[src/rtl/motion_watch_pkg.sv]
package motion_watch_pkg;

    localparam int AXES     = 3;
    localparam int SMP_W    = 12;
    localparam int THR_W    = 11;
    localparam int ADDR_W   = 5;
    localparam int MAG_W    = SMP_W + 1;
    localparam logic [2:0] ODR_FASTEST = 3'd4;

    // register addresses
    localparam logic [ADDR_W-1:0] A_ACT_TIME  = 5'h10;
    localparam logic [ADDR_W-1:0] A_INACT_HI  = 5'h11;
    localparam logic [ADDR_W-1:0] A_INACT_LO  = 5'h12;
    localparam logic [ADDR_W-1:0] A_MODE      = 5'h14;
    localparam logic [ADDR_W-1:0] A_MAP_A     = 5'h15;
    localparam logic [ADDR_W-1:0] A_MAP_B     = 5'h16;

    typedef enum logic [1:0] {
        PM_INDEP  = 2'd0,
        PM_LINKED = 2'd1,
        PM_LOOPED = 2'd2,
        PM_SPARE  = 2'd3
    } proc_mode_e;

    typedef struct packed {
        logic [THR_W-1:0] code;
        logic             ref_en;
        logic             en;
    } axis_thr_t;

    typedef logic [AXES-1:0][SMP_W-1:0] axes_t;

    // magnitude of a sample, optionally relative to a reference
    function automatic logic [MAG_W-1:0] axis_mag(input logic [SMP_W-1:0] s,
                                                   input logic [SMP_W-1:0] r,
                                                   input logic use_ref);
        logic signed [MAG_W-1:0] d;
        d = use_ref ? ($signed({s[SMP_W-1], s}) - $signed({r[SMP_W-1], r}))
                    : $signed({s[SMP_W-1], s});
        return d[MAG_W-1] ? MAG_W'(-d) : MAG_W'(d);
    endfunction

endpackage

[src/rtl/motion_watch_regs.sv]
module motion_watch_regs
    import motion_watch_pkg::*;
(
    input  logic                  clk,
    input  logic                  rst,
    input  logic                  wr_en,
    input  logic [ADDR_W-1:0]     wr_addr,
    input  logic [7:0]            wr_data,
    output axis_thr_t [AXES-1:0]  act_thr,
    output axis_thr_t [AXES-1:0]  inact_thr,
    output logic [7:0]            act_time,
    output logic [15:0]           inact_time,
    output proc_mode_e            mode,
    output logic [7:0]            map_a,
    output logic [7:0]            map_b
);
    localparam int NBYTES = 2 * AXES;

    logic [7:0] act_raw   [NBYTES];
    logic [7:0] inact_raw [NBYTES];

    always_ff @(posedge clk) begin
        if (rst) begin
            for (int i = 0; i < NBYTES; i++) begin
                act_raw[i]   <= '0;
                inact_raw[i] <= '0;
            end
            act_time   <= '0;
            inact_time <= '0;
            mode       <= PM_INDEP;
            map_a      <= '0;
            map_b      <= '0;
        end else if (wr_en) begin
            if (wr_addr[4:3] == 2'b00 && int'(wr_addr[2:0]) < NBYTES)
                act_raw[wr_addr[2:0]] <= wr_data;
            if (wr_addr[4:3] == 2'b01 && int'(wr_addr[2:0]) < NBYTES)
                inact_raw[wr_addr[2:0]] <= wr_data;
            case (wr_addr)
                A_ACT_TIME: act_time         <= wr_data;
                A_INACT_HI: inact_time[15:8] <= wr_data;
                A_INACT_LO: inact_time[7:0]  <= wr_data;
                A_MODE:     mode             <= proc_mode_e'(wr_data[1:0]);
                A_MAP_A:    map_a            <= wr_data;
                A_MAP_B:    map_b            <= wr_data;
                default: ;
            endcase
        end
    end

    for (genvar a = 0; a < AXES; a++) begin : g_decode
        assign act_thr[a]   = {act_raw[2*a],   act_raw[2*a+1][7:5],
                               act_raw[2*a+1][1],   act_raw[2*a+1][0]};
        assign inact_thr[a] = {inact_raw[2*a], inact_raw[2*a+1][7:5],
                               inact_raw[2*a+1][1], inact_raw[2*a+1][0]};
    end

endmodule

[src/rtl/motion_watch_cmp.sv]
module motion_watch_cmp
    import motion_watch_pkg::*;
#(
    parameter bit DETECT_ACT = 1'b1
) (
    input  axes_t                 sample,
    input  axes_t                 ref_s,
    input  axis_thr_t [AXES-1:0]  thr,
    output logic                  hit
);
    logic [AXES-1:0] en_v;
    logic [AXES-1:0] ok_v;

    for (genvar a = 0; a < AXES; a++) begin : g_axis
        logic [MAG_W-1:0] mag;
        assign mag     = axis_mag(sample[a], ref_s[a], thr[a].ref_en);
        assign en_v[a] = thr[a].en;
        if (DETECT_ACT) begin : g_over
            assign ok_v[a] = thr[a].en && (mag > {2'b00, thr[a].code});
        end else begin : g_under
            assign ok_v[a] = !thr[a].en || (mag < {2'b00, thr[a].code});
        end
    end

    if (DETECT_ACT) begin : g_any
        assign hit = |ok_v;
    end else begin : g_all
        assign hit = (&ok_v) && (|en_v);
    end

endmodule

[src/rtl/motion_watch_timer.sv]
module motion_watch_timer #(
    parameter int CODE_W    = 8,
    parameter int UNIT_BASE = 2
) (
    input  logic              clk,
    input  logic              rst,
    input  logic              strobe,
    input  logic              hit,
    input  logic              allow,
    input  logic              fast,
    input  logic [CODE_W-1:0] code,
    output logic              fire
);
    localparam int PRE_W = (2 * UNIT_BASE > 1) ? $clog2(2 * UNIT_BASE) : 1;

    logic              hit_q;
    logic              done_q;
    logic [PRE_W-1:0]  pre_q;
    logic [CODE_W-1:0] units_q;
    logic [PRE_W-1:0]  unit_last;

    assign unit_last = fast ? PRE_W'(UNIT_BASE - 1) : PRE_W'(2 * UNIT_BASE - 1);
    assign fire      = allow && hit_q && !done_q && (units_q >= code);

    always_ff @(posedge clk) begin
        if (rst) begin
            hit_q   <= 1'b0;
            done_q  <= 1'b0;
            pre_q   <= '0;
            units_q <= '0;
        end else begin
            if (strobe)
                hit_q <= hit;
            if (!allow || (strobe && !hit)) begin
                pre_q   <= '0;
                units_q <= '0;
                done_q  <= 1'b0;
            end else if (fire) begin
                done_q <= 1'b1;
            end else if (hit_q && !done_q && units_q < code) begin
                if (pre_q >= unit_last) begin
                    pre_q   <= '0;
                    units_q <= units_q + CODE_W'(1);
                end else begin
                    pre_q <= pre_q + PRE_W'(1);
                end
            end
        end
    end

    // an event is exactly one cycle long
    assert_single_pulse_R6: assert property (@(posedge clk) disable iff (rst)
        fire |=> !fire);

endmodule

[src/rtl/motion_watch.sv]
module motion_watch
    import motion_watch_pkg::*;
#(
    parameter int ACT_UNIT   = 2,
    parameter int INACT_UNIT = 3
) (
    input  logic        clk,
    input  logic        rst,
    input  logic        smp_valid,
    input  logic [11:0] smp_x,
    input  logic [11:0] smp_y,
    input  logic [11:0] smp_z,
    input  logic [2:0]  odr_sel,
    input  logic        cfg_wr,
    input  logic [4:0]  cfg_addr,
    input  logic [7:0]  cfg_data,
    input  logic        ack,
    output logic        act_evt,
    output logic        inact_evt,
    output logic        awake,
    output logic        irq_a,
    output logic        irq_b
);
    axis_thr_t [AXES-1:0] act_thr, inact_thr;
    logic [7:0]           act_time, map_a, map_b;
    logic [15:0]          inact_time;
    proc_mode_e           mode;

    axes_t smp_now, cur_q, ref_act, ref_inact;
    logic  act_hit, inact_hit, act_fire, inact_fire;
    logic  act_allow, inact_allow, chained, fast;
    logic  hold_q, act_flag, inact_flag;

    assign smp_now     = {smp_z, smp_y, smp_x};
    assign fast        = (odr_sel == ODR_FASTEST);
    assign chained     = (mode == PM_LINKED) || (mode == PM_LOOPED);
    assign act_allow   = !chained || (!awake && !hold_q);
    assign inact_allow = !chained || (awake && !hold_q);

    motion_watch_regs u_regs (
        .clk(clk), .rst(rst), .wr_en(cfg_wr), .wr_addr(cfg_addr), .wr_data(cfg_data),
        .act_thr(act_thr), .inact_thr(inact_thr), .act_time(act_time),
        .inact_time(inact_time), .mode(mode), .map_a(map_a), .map_b(map_b)
    );

    motion_watch_cmp #(.DETECT_ACT(1'b1)) u_act_cmp (
        .sample(smp_now), .ref_s(ref_act), .thr(act_thr), .hit(act_hit)
    );

    motion_watch_cmp #(.DETECT_ACT(1'b0)) u_inact_cmp (
        .sample(smp_now), .ref_s(ref_inact), .thr(inact_thr), .hit(inact_hit)
    );

    motion_watch_timer #(.CODE_W(8), .UNIT_BASE(ACT_UNIT)) u_act_tmr (
        .clk(clk), .rst(rst), .strobe(smp_valid), .hit(act_hit), .allow(act_allow),
        .fast(fast), .code(act_time), .fire(act_fire)
    );

    motion_watch_timer #(.CODE_W(16), .UNIT_BASE(INACT_UNIT)) u_inact_tmr (
        .clk(clk), .rst(rst), .strobe(smp_valid), .hit(inact_hit), .allow(inact_allow),
        .fast(fast), .code(inact_time), .fire(inact_fire)
    );

    always_ff @(posedge clk) begin
        if (rst) begin
            cur_q      <= '0;
            ref_act    <= '0;
            ref_inact  <= '0;
            act_evt    <= 1'b0;
            inact_evt  <= 1'b0;
            awake      <= 1'b0;
            act_flag   <= 1'b0;
            inact_flag <= 1'b0;
            hold_q     <= 1'b0;
        end else begin
            if (smp_valid)
                cur_q <= smp_now;
            act_evt   <= act_fire;
            inact_evt <= inact_fire;
            if (act_fire)
                awake <= 1'b1;
            else if (inact_fire)
                awake <= 1'b0;
            if (act_fire)
                ref_inact <= cur_q;
            if (inact_fire)
                ref_act <= cur_q;
            act_flag   <= act_fire   || (act_flag   && !ack);
            inact_flag <= inact_fire || (inact_flag && !ack);
            hold_q     <= (mode == PM_LINKED) && (act_fire || inact_fire || (hold_q && !ack));
        end
    end

    assign irq_a = map_a[7] ^ |(map_a[6:4] & {awake, act_flag, inact_flag});
    assign irq_b = map_b[7] ^ |(map_b[6:4] & {awake, act_flag, inact_flag});

    assert_awake_rise_R7: assert property (@(posedge clk) disable iff (rst)
        $rose(awake) |-> act_evt);

    assert_awake_fall_R7: assert property (@(posedge clk) disable iff (rst)
        $fell(awake) |-> inact_evt);

    assert_chain_onehot_R9: assert property (@(posedge clk) disable iff (rst)
        (chained && $stable(mode)) |-> $onehot0({act_evt, inact_evt}));

    assert_linked_hold_R10: assert property (@(posedge clk) disable iff (rst)
        (mode == PM_LINKED && hold_q && !ack) |=> (!act_evt && !inact_evt));

endmodule

[config.mk]
export PLATFORM = sky130hd
export DESIGN_NAME = motion_watch
export DESIGN_NICKNAME = d
export VERILOG_FILES = /design/src/rtl/motion_watch_pkg.sv /design/src/rtl/motion_watch_regs.sv /design/src/rtl/motion_watch_cmp.sv /design/src/rtl/motion_watch_timer.sv /design/src/rtl/motion_watch.sv
export SDC_FILE = /design/constraint.sdc
export NUM_CORES = 1
export LEC_CHECK = 0
export CAP_MARGIN = 20
export CORE_UTILIZATION = 55
export CTS_CLUSTER_DIAMETER = 150
export DETAILED_ROUTE_END_ITERATION = 8
export DONT_BUFFER_PORTS = 1
export GPL_ROUTABILITY_DRIVEN = 0
export PLACE_DENSITY = 0.82
export SLEW_MARGIN = 30
export SYNTH_ARGS = -nofsm -noshare
export SYNTH_HDL_FRONTEND = slang
export SYNTH_SLANG_ARGS = --single-unit
[constraint.sdc]
create_clock -name clk -period 8.43 [get_ports clk]
set_input_delay 0.4215 -clock clk [delete_from_list [all_inputs] [get_ports clk]]
set_output_delay 0.4215 -clock clk [all_outputs]
set_load 0.05 [all_outputs]
# After elaboration in Yosys (flattened, before gate mapping)
# Memory sizes are Yosys's and may differ from the RTL's.
# Cells that the tools add are included.
# Widths: inputs -> output; s select.
# totals
regBits	189
ram_bits	96
in_bits	57
wordCells	180
mem_count	2
# mem_list
memory	words	word_bits	read_ports	rd_ports_with_merged_regs	write_ports	line	rtl
u_regs.act_raw	6	8	6	0	6	motion_watch_regs.sv:19	logic [7:0] act_raw [NBYTES];
u_regs.inact_raw	6	8	6	0	6	motion_watch_regs.sv:20	logic [7:0] inact_raw [NBYTES];
# op_classes
add_sub_neg	16
n_lt_le_gt_ge	13
n_eq_ne	10
n_mux	34
bitwise	6
n_reduce_logical	70
# op_table
cell	n
$mux 13	12
$neg 13->13	6
$sub 12x12->13	6
$gt 13x11->1	3
$lt 13x11->1	3
$eq 5x5->1 const B	6
$logic_and 1x1->1	24
$add 16x1->16 const B	1
$ge 16x16->1	1
$lt 16x16->1	1
$mux 8	2
$reduce_and 2->1	8
$reduce_or 8->1	2
$mux 1	14
$logic_not 1->1	13
$logic_or 1x1->1	12
$mux 3	4
$reduce_or 3->1	4
$reduce_and 3->1	3
$add 8x1->8 const B	1
$ge 8x8->1	1
$lt 8x8->1	1
$and 3x3->3	2
$eq 2x1->1 const B	2
other kinds (13)	17

# Logic depth before layout (Yosys ltp)
# depth
ltp_word	12
depth_mapped	24
depth_no_buf	23

# Cells and area by module
# A second synthesis with hierarchy kept.
# unflattened
hier_cells	2215
hier_area_um2	19611.3
# by_module_without_submodules
module	n_inst	cells_per_inst	area_per_inst_um2	seq_area_each_um2
motion_watch_regs	1	363	4777.1	3183.1
motion_watch_cmp (u_inact_cmp)	1	630	4410.5	0.0
motion_watch	1	378	4141.5	2282.2
motion_watch_cmp (u_act_cmp)	1	543	3816.2	0.0
motion_watch_timer (u_inact_tmr)	1	198	1616.6	420.4
motion_watch_timer (u_act_tmr)	1	103	849.6	240.2

# Worst setup path before layout
# No wires, ideal clock.
# synth_timing
path_kind	in2reg
from	in smp_x[0]
to	reg u_inact_tmr.pre_q[0]
setup_time_ns	0.104
arrival_time_ns	4.770
setup_slack_ns	3.557
path_stages	23
n_path_buf	2
cell_sequence	inv_1 -> ha_1 -> fa_1 -> nand2b_1 -> a21oi_1 -> o21ai_0 -> a311oi_1 -> o21ai_0 -> o21ai_0 -> clkbuf_1 -> o21bai_1 -> xor2_1 -> ha_1 -> and3_1 -> a221oi_1 -> a211oi_1 -> a211o_1 -> nor2b_1 -> a31oi_1 -> a2111o_1 -> and2_4 -> buf_6 -> a2111oi_2
# synth_via
elab_chain_len	12
# synth_rtl
item	line	rtl
start: declaration	motion_watch.sv:10	input logic [11:0] smp_x,
$sub 12x12->13	motion_watch_pkg.sv:38	d = use_ref ? ($signed({s[SMP_W-1], s}) - $signed({r[SMP_W-1], r}))
$mux 13 *	motion_watch_pkg.sv:38	
$neg 13->13	motion_watch_pkg.sv:40	return d[MAG_W-1] ? MAG_W'(-d) : MAG_W'(d);
$mux 13 *	motion_watch_pkg.sv:40	
$lt 13x11->1 *	motion_watch_cmp.sv:21	assign ok_v[a] = !thr[a].en || (mag < {2'b00, thr[a].code});
$logic_or 1x1->1 *	motion_watch_cmp.sv:21	
$reduce_and 3->1 *	motion_watch_cmp.sv:28	assign hit = (&ok_v) && (|en_v);
$logic_and 1x1->1 *	motion_watch_cmp.sv:28	
$logic_not 1->1 *	motion_watch_timer.sv:34	if (!allow || (strobe && !hit)) begin
$logic_and 1x1->1 *	motion_watch_timer.sv:34	
$logic_or 1x1->1 *	motion_watch_timer.sv:34	
$reduce_or 2->1 (no line) *	-	
end signal: assignment	motion_watch_timer.sv:45	pre_q <= pre_q + PRE_W'(1);
end: declaration	motion_watch_timer.sv:18	logic [PRE_W-1:0] pre_q;
# Every way passes the cells marked *; elsewhere a longest branch is shown, timed or not.
# A chain may end at the register's enable or synchronous reset.

# Final worst setup path
# layout_timing
from	reg ref_act[25] (netlist name)
to	reg u_act_tmr.pre_q[1]
# layout_via
elab_chain_len	11
# layout_rtl
item	line	rtl
start: declaration	motion_watch.sv:29	axes_t smp_now, cur_q, ref_act, ref_inact;
start signal: assignment	motion_watch.sv:87	ref_act <= cur_q;
$sub 12x12->13 *	motion_watch_pkg.sv:38	
$mux 13 *	motion_watch_pkg.sv:38	
$neg 13->13	motion_watch_pkg.sv:40	
$mux 13 *	motion_watch_pkg.sv:40	
$gt 13x11->1 *	motion_watch_cmp.sv:19	assign ok_v[a] = thr[a].en && (mag > {2'b00, thr[a].code});
$logic_and 1x1->1 *	motion_watch_cmp.sv:19	
$reduce_or 3->1 *	motion_watch_cmp.sv:26	assign hit = |ok_v;
$logic_not 1->1 *	motion_watch_timer.sv:34	
$logic_and 1x1->1 *	motion_watch_timer.sv:34	
$logic_or 1x1->1 *	motion_watch_timer.sv:34	
$reduce_or 2->1 (no line) *	-	
end signal: assignment	motion_watch_timer.sv:45	
end: declaration	motion_watch_timer.sv:18	
# Marks and branches as above.

==> results_dict.tcl <==
set metrics [dict create \
    period_share 0.696 \
    synthCells 2193 \
    clock_path_buffers 3 \
    avgSynthCellArea_sq_um 8.50 \
    drt-pass1-iter-count 6 \
    holdCritPathClass "in2reg" \
    synth_area_leaders "dfxtp_1 19%, edfxtp_1 13%, ha_1 12%" \
    drt_iter0_markers 1199 \
    ys_warn_count 0 \
    cp-end-kind "flip-flop" \
    cts_buffers 28 \
    p_per_area_nw_per_um2 171 \
    synth.most_common_cell "nor2_1" \
    grt_max_degree 149 \
    cts_max_level 1 \
    arrival_ns 6.29 \
    cp_slowest_stage_delay_ns 0.61 \
    synthFlopType "dfxtp_1" \
    io_pins 62 \
    syn_nets 2429 \
    start_util 0.557 \
    path_cells "inv_1 > ha_1 > nor2b_1 > o311ai_1 > a211oi_1 > a211oi_1 > nand2_1 > nor2_1 > nor2_1 > xor2_1 > ha_1 > a21oi_1 > nand2_1 > o311ai_0 > a21oi_1 > o31a_1 > or3_1 > mux2i_1 > o211ai_1 > a311oi_1 > buf_4 > nor4_1" \
    final_antenna_net_count 0 \
    peakVddDrop_mv 0.152 \
    die_h_um 186 \
    synth_top_area_share 0.194 \
    maxSlewHeadroom 0.395 \
    p_leak_nw 8.27 \
    crit_fanout 12 \
    setup_viol 0 \
    start_kind "flip-flop" \
    worstSkewPairLatency_ns 0.57 \
    path_clk_slew_ns 0.06 \
    holdPathStages 2 \
    die_w_um 186 \
    required_ns 8.85 \
    tightest_slew_ns 0.900 \
    port_buffers 0 \
    status "complete, no violations" \
    grt_pass1_vias 15500 \
    cts-root-buf "clkbuf_16" \
    synthTopCellsByCount "224 x nor2_1, 199 x inv_1, 181 x dfxtp_1" \
    place_hpwl_um 32900 \
    grt_first_pass_wirelength_um 76500 \
    synth_area_sq_um 18600 \
    die_area_sq_um 34600 \
    synth_seq_area_share 0.320 \
    clock.fmax_ghz 0.170 \
    antenna_found_initial 1 \
    clkSinkCount 259 \
    grt_setup_unrepaired "false" \
    hold_viol_final 0 \
    fin_crit_ns 5.87 \
    tns_ns 0 \
    core_sq_um 33400 \
    cpMaxStageDelayCell "o311ai_1" \
    drv_cap 0 \
    dp_slack_ns 2.52 \
    synth-edff-count 78 \
    synth_cell_type_count 82 \
    drt-total-wl_um 47200 \
    n_fill_cell 2798 \
    finish.utilization 0.604 \
    overflow 0 \
    fin_ws_ns 2.56 \
    skew_ns 0.00959 \
    cts_resized 0 \
    synth-async-reset-ratio 0 \
    slew_viol_final 0 \
    nNetsFinal 2412 \
    ff2ff_path_depth 22 \
    critPathKind "reg2reg" \
    vias 15800 \
    track_usage 0.275 \
    viasPerCell 5.99 \
    n_antenna_cell 0 \
    cts_tree "built" \
    routedWlPerCell_um 17.8 \
    drcViolationCount 0 \
    num_rows 67 \
    drive_gt1_frac 0.0537 \
    area_growth_pct 8.35 \
    ys_seq_elements 259 \
    yosysTopAreaCell "dfxtp_1" \
]
[report_power, final]
part	switching, mW	internal, mW	total, mW
combinational	0.506	0.352	0.858
sequential	0.0423	1.33	1.37
clock	0.522	0.701	1.22
[critical path: cells and delay by family, from the launching register on]
family,cells,cell delay (ns)
AOI/OAI and AO/OA,9,2.93
xor gates and xnor gates,1,0.25
adders and majority gates,2,0.57
buffers and inverters,2,0.35
DFF,1,0.33
muxes,1,0.28
and+or+nand+nor,7,1.03
[per-layer routing]
metal,wire length (um),GRT usage
met5,13,0
met4,1700,0.113
met3,3100,0.0475
met2,22300,0.473
met1,20100,0.339
[per-stage QoR]
step	hold WS, ns	area (sq um)	power, mW	cells
after floorplan	0.436	18600	2.05	2193
final	0.0133	20200	3.45	2645
after global routing	0.00705	20200	3.62	2645
after detailed placement	0.444	18900	2.21	2559
after global placement	0.439	18900	2.17	2559
after CTS	0.00111	20200	3.46	2645
[cell type report]
cell class              instances  area [sq um]  share of cell area
multi-input cells            1645         11600               0.574
repair buffers                 40           405              0.0201
inverters                     202           758              0.0375
flip-flops and latches        259          5970               0.295
well taps                     448           561              0.0278
clock inverters                13           101             0.00502
clock buffers                  38           805              0.0398
[path summary, 6_finish.rpt]
path | slack [ns] | endpoint | from
max | 2.56 | u_act_tmr.pre_q[1] | ref_act[25]
max reg2reg | 2.56 | u_act_tmr.pre_q[1] | ref_act[25]
min | 0.01 | u_regs.inact_time[11] | cfg_data[3]
min reg2reg | 0.46 | ref_inact[7] | ref_inact[7]
[flip-flops by register name, summed over array words and instances, names as in the netlist, 8 cells and up]
signal / flops
cur_q: 36
ref_act: 36
ref_inact: 36
u_act_tmr.units_q: 8
u_inact_tmr.units_q: 16
u_regs.act_raw: 39
u_regs.act_time: 8
u_regs.inact_raw: 39
u_regs.inact_time: 16
[cell usage in the layout (no fill, tap or decap), types with 7 or more instances in the layout]
cell	n
nand2_1	177
a21oi_1	135
and2_1	90
o221ai_1	8
or2_2	17
o211ai_1	15
o2111ai_1	8
xor2_1	30
nor4_2	18
mux2i_1	131
a21o_1	31
a31oi_1	20
dlygate4sd3_1	34
o21a_1	20
o21ai_0	69
a31o_2	8
and3_1	19
nand3b_1	8
a211oi_1	29
xnor2_1	73
a211o_1	7
nand3_1	34
nand4_1	21
o31ai_1	8
nor3b_1	11
dfxtp_1	181
nor3_1	52
nor2b_1	30
nand2b_1	27
ha_1	173
or3_1	16
clkbuf_16	30
inv_1	200
edfxtp_1	78
nor2_1	223
[kinds of logic (layout without fill, tap and decap cells)]
logic type / after synthesis / in the layout / synth area share
and+or+nand+nor: 791 / 791 / 0.219
AOI/OAI and AO/OA: 437 / 437 / 0.159
buffers and inverters: 289 / 293 / 0.0592
DFF: 259 / 259 / 0.320
adders and majority gates: 179 / 179 / 0.123
muxes: 135 / 135 / 0.0728
xor gates and xnor gates: 103 / 103 / 0.0484
[what timing repair did]
action	in CTS	in global routing
hold buffers	35	0
endpoints found under the hold margin	148	0
buffers inserted	0	0
Power figures use the tool's default switching activity.
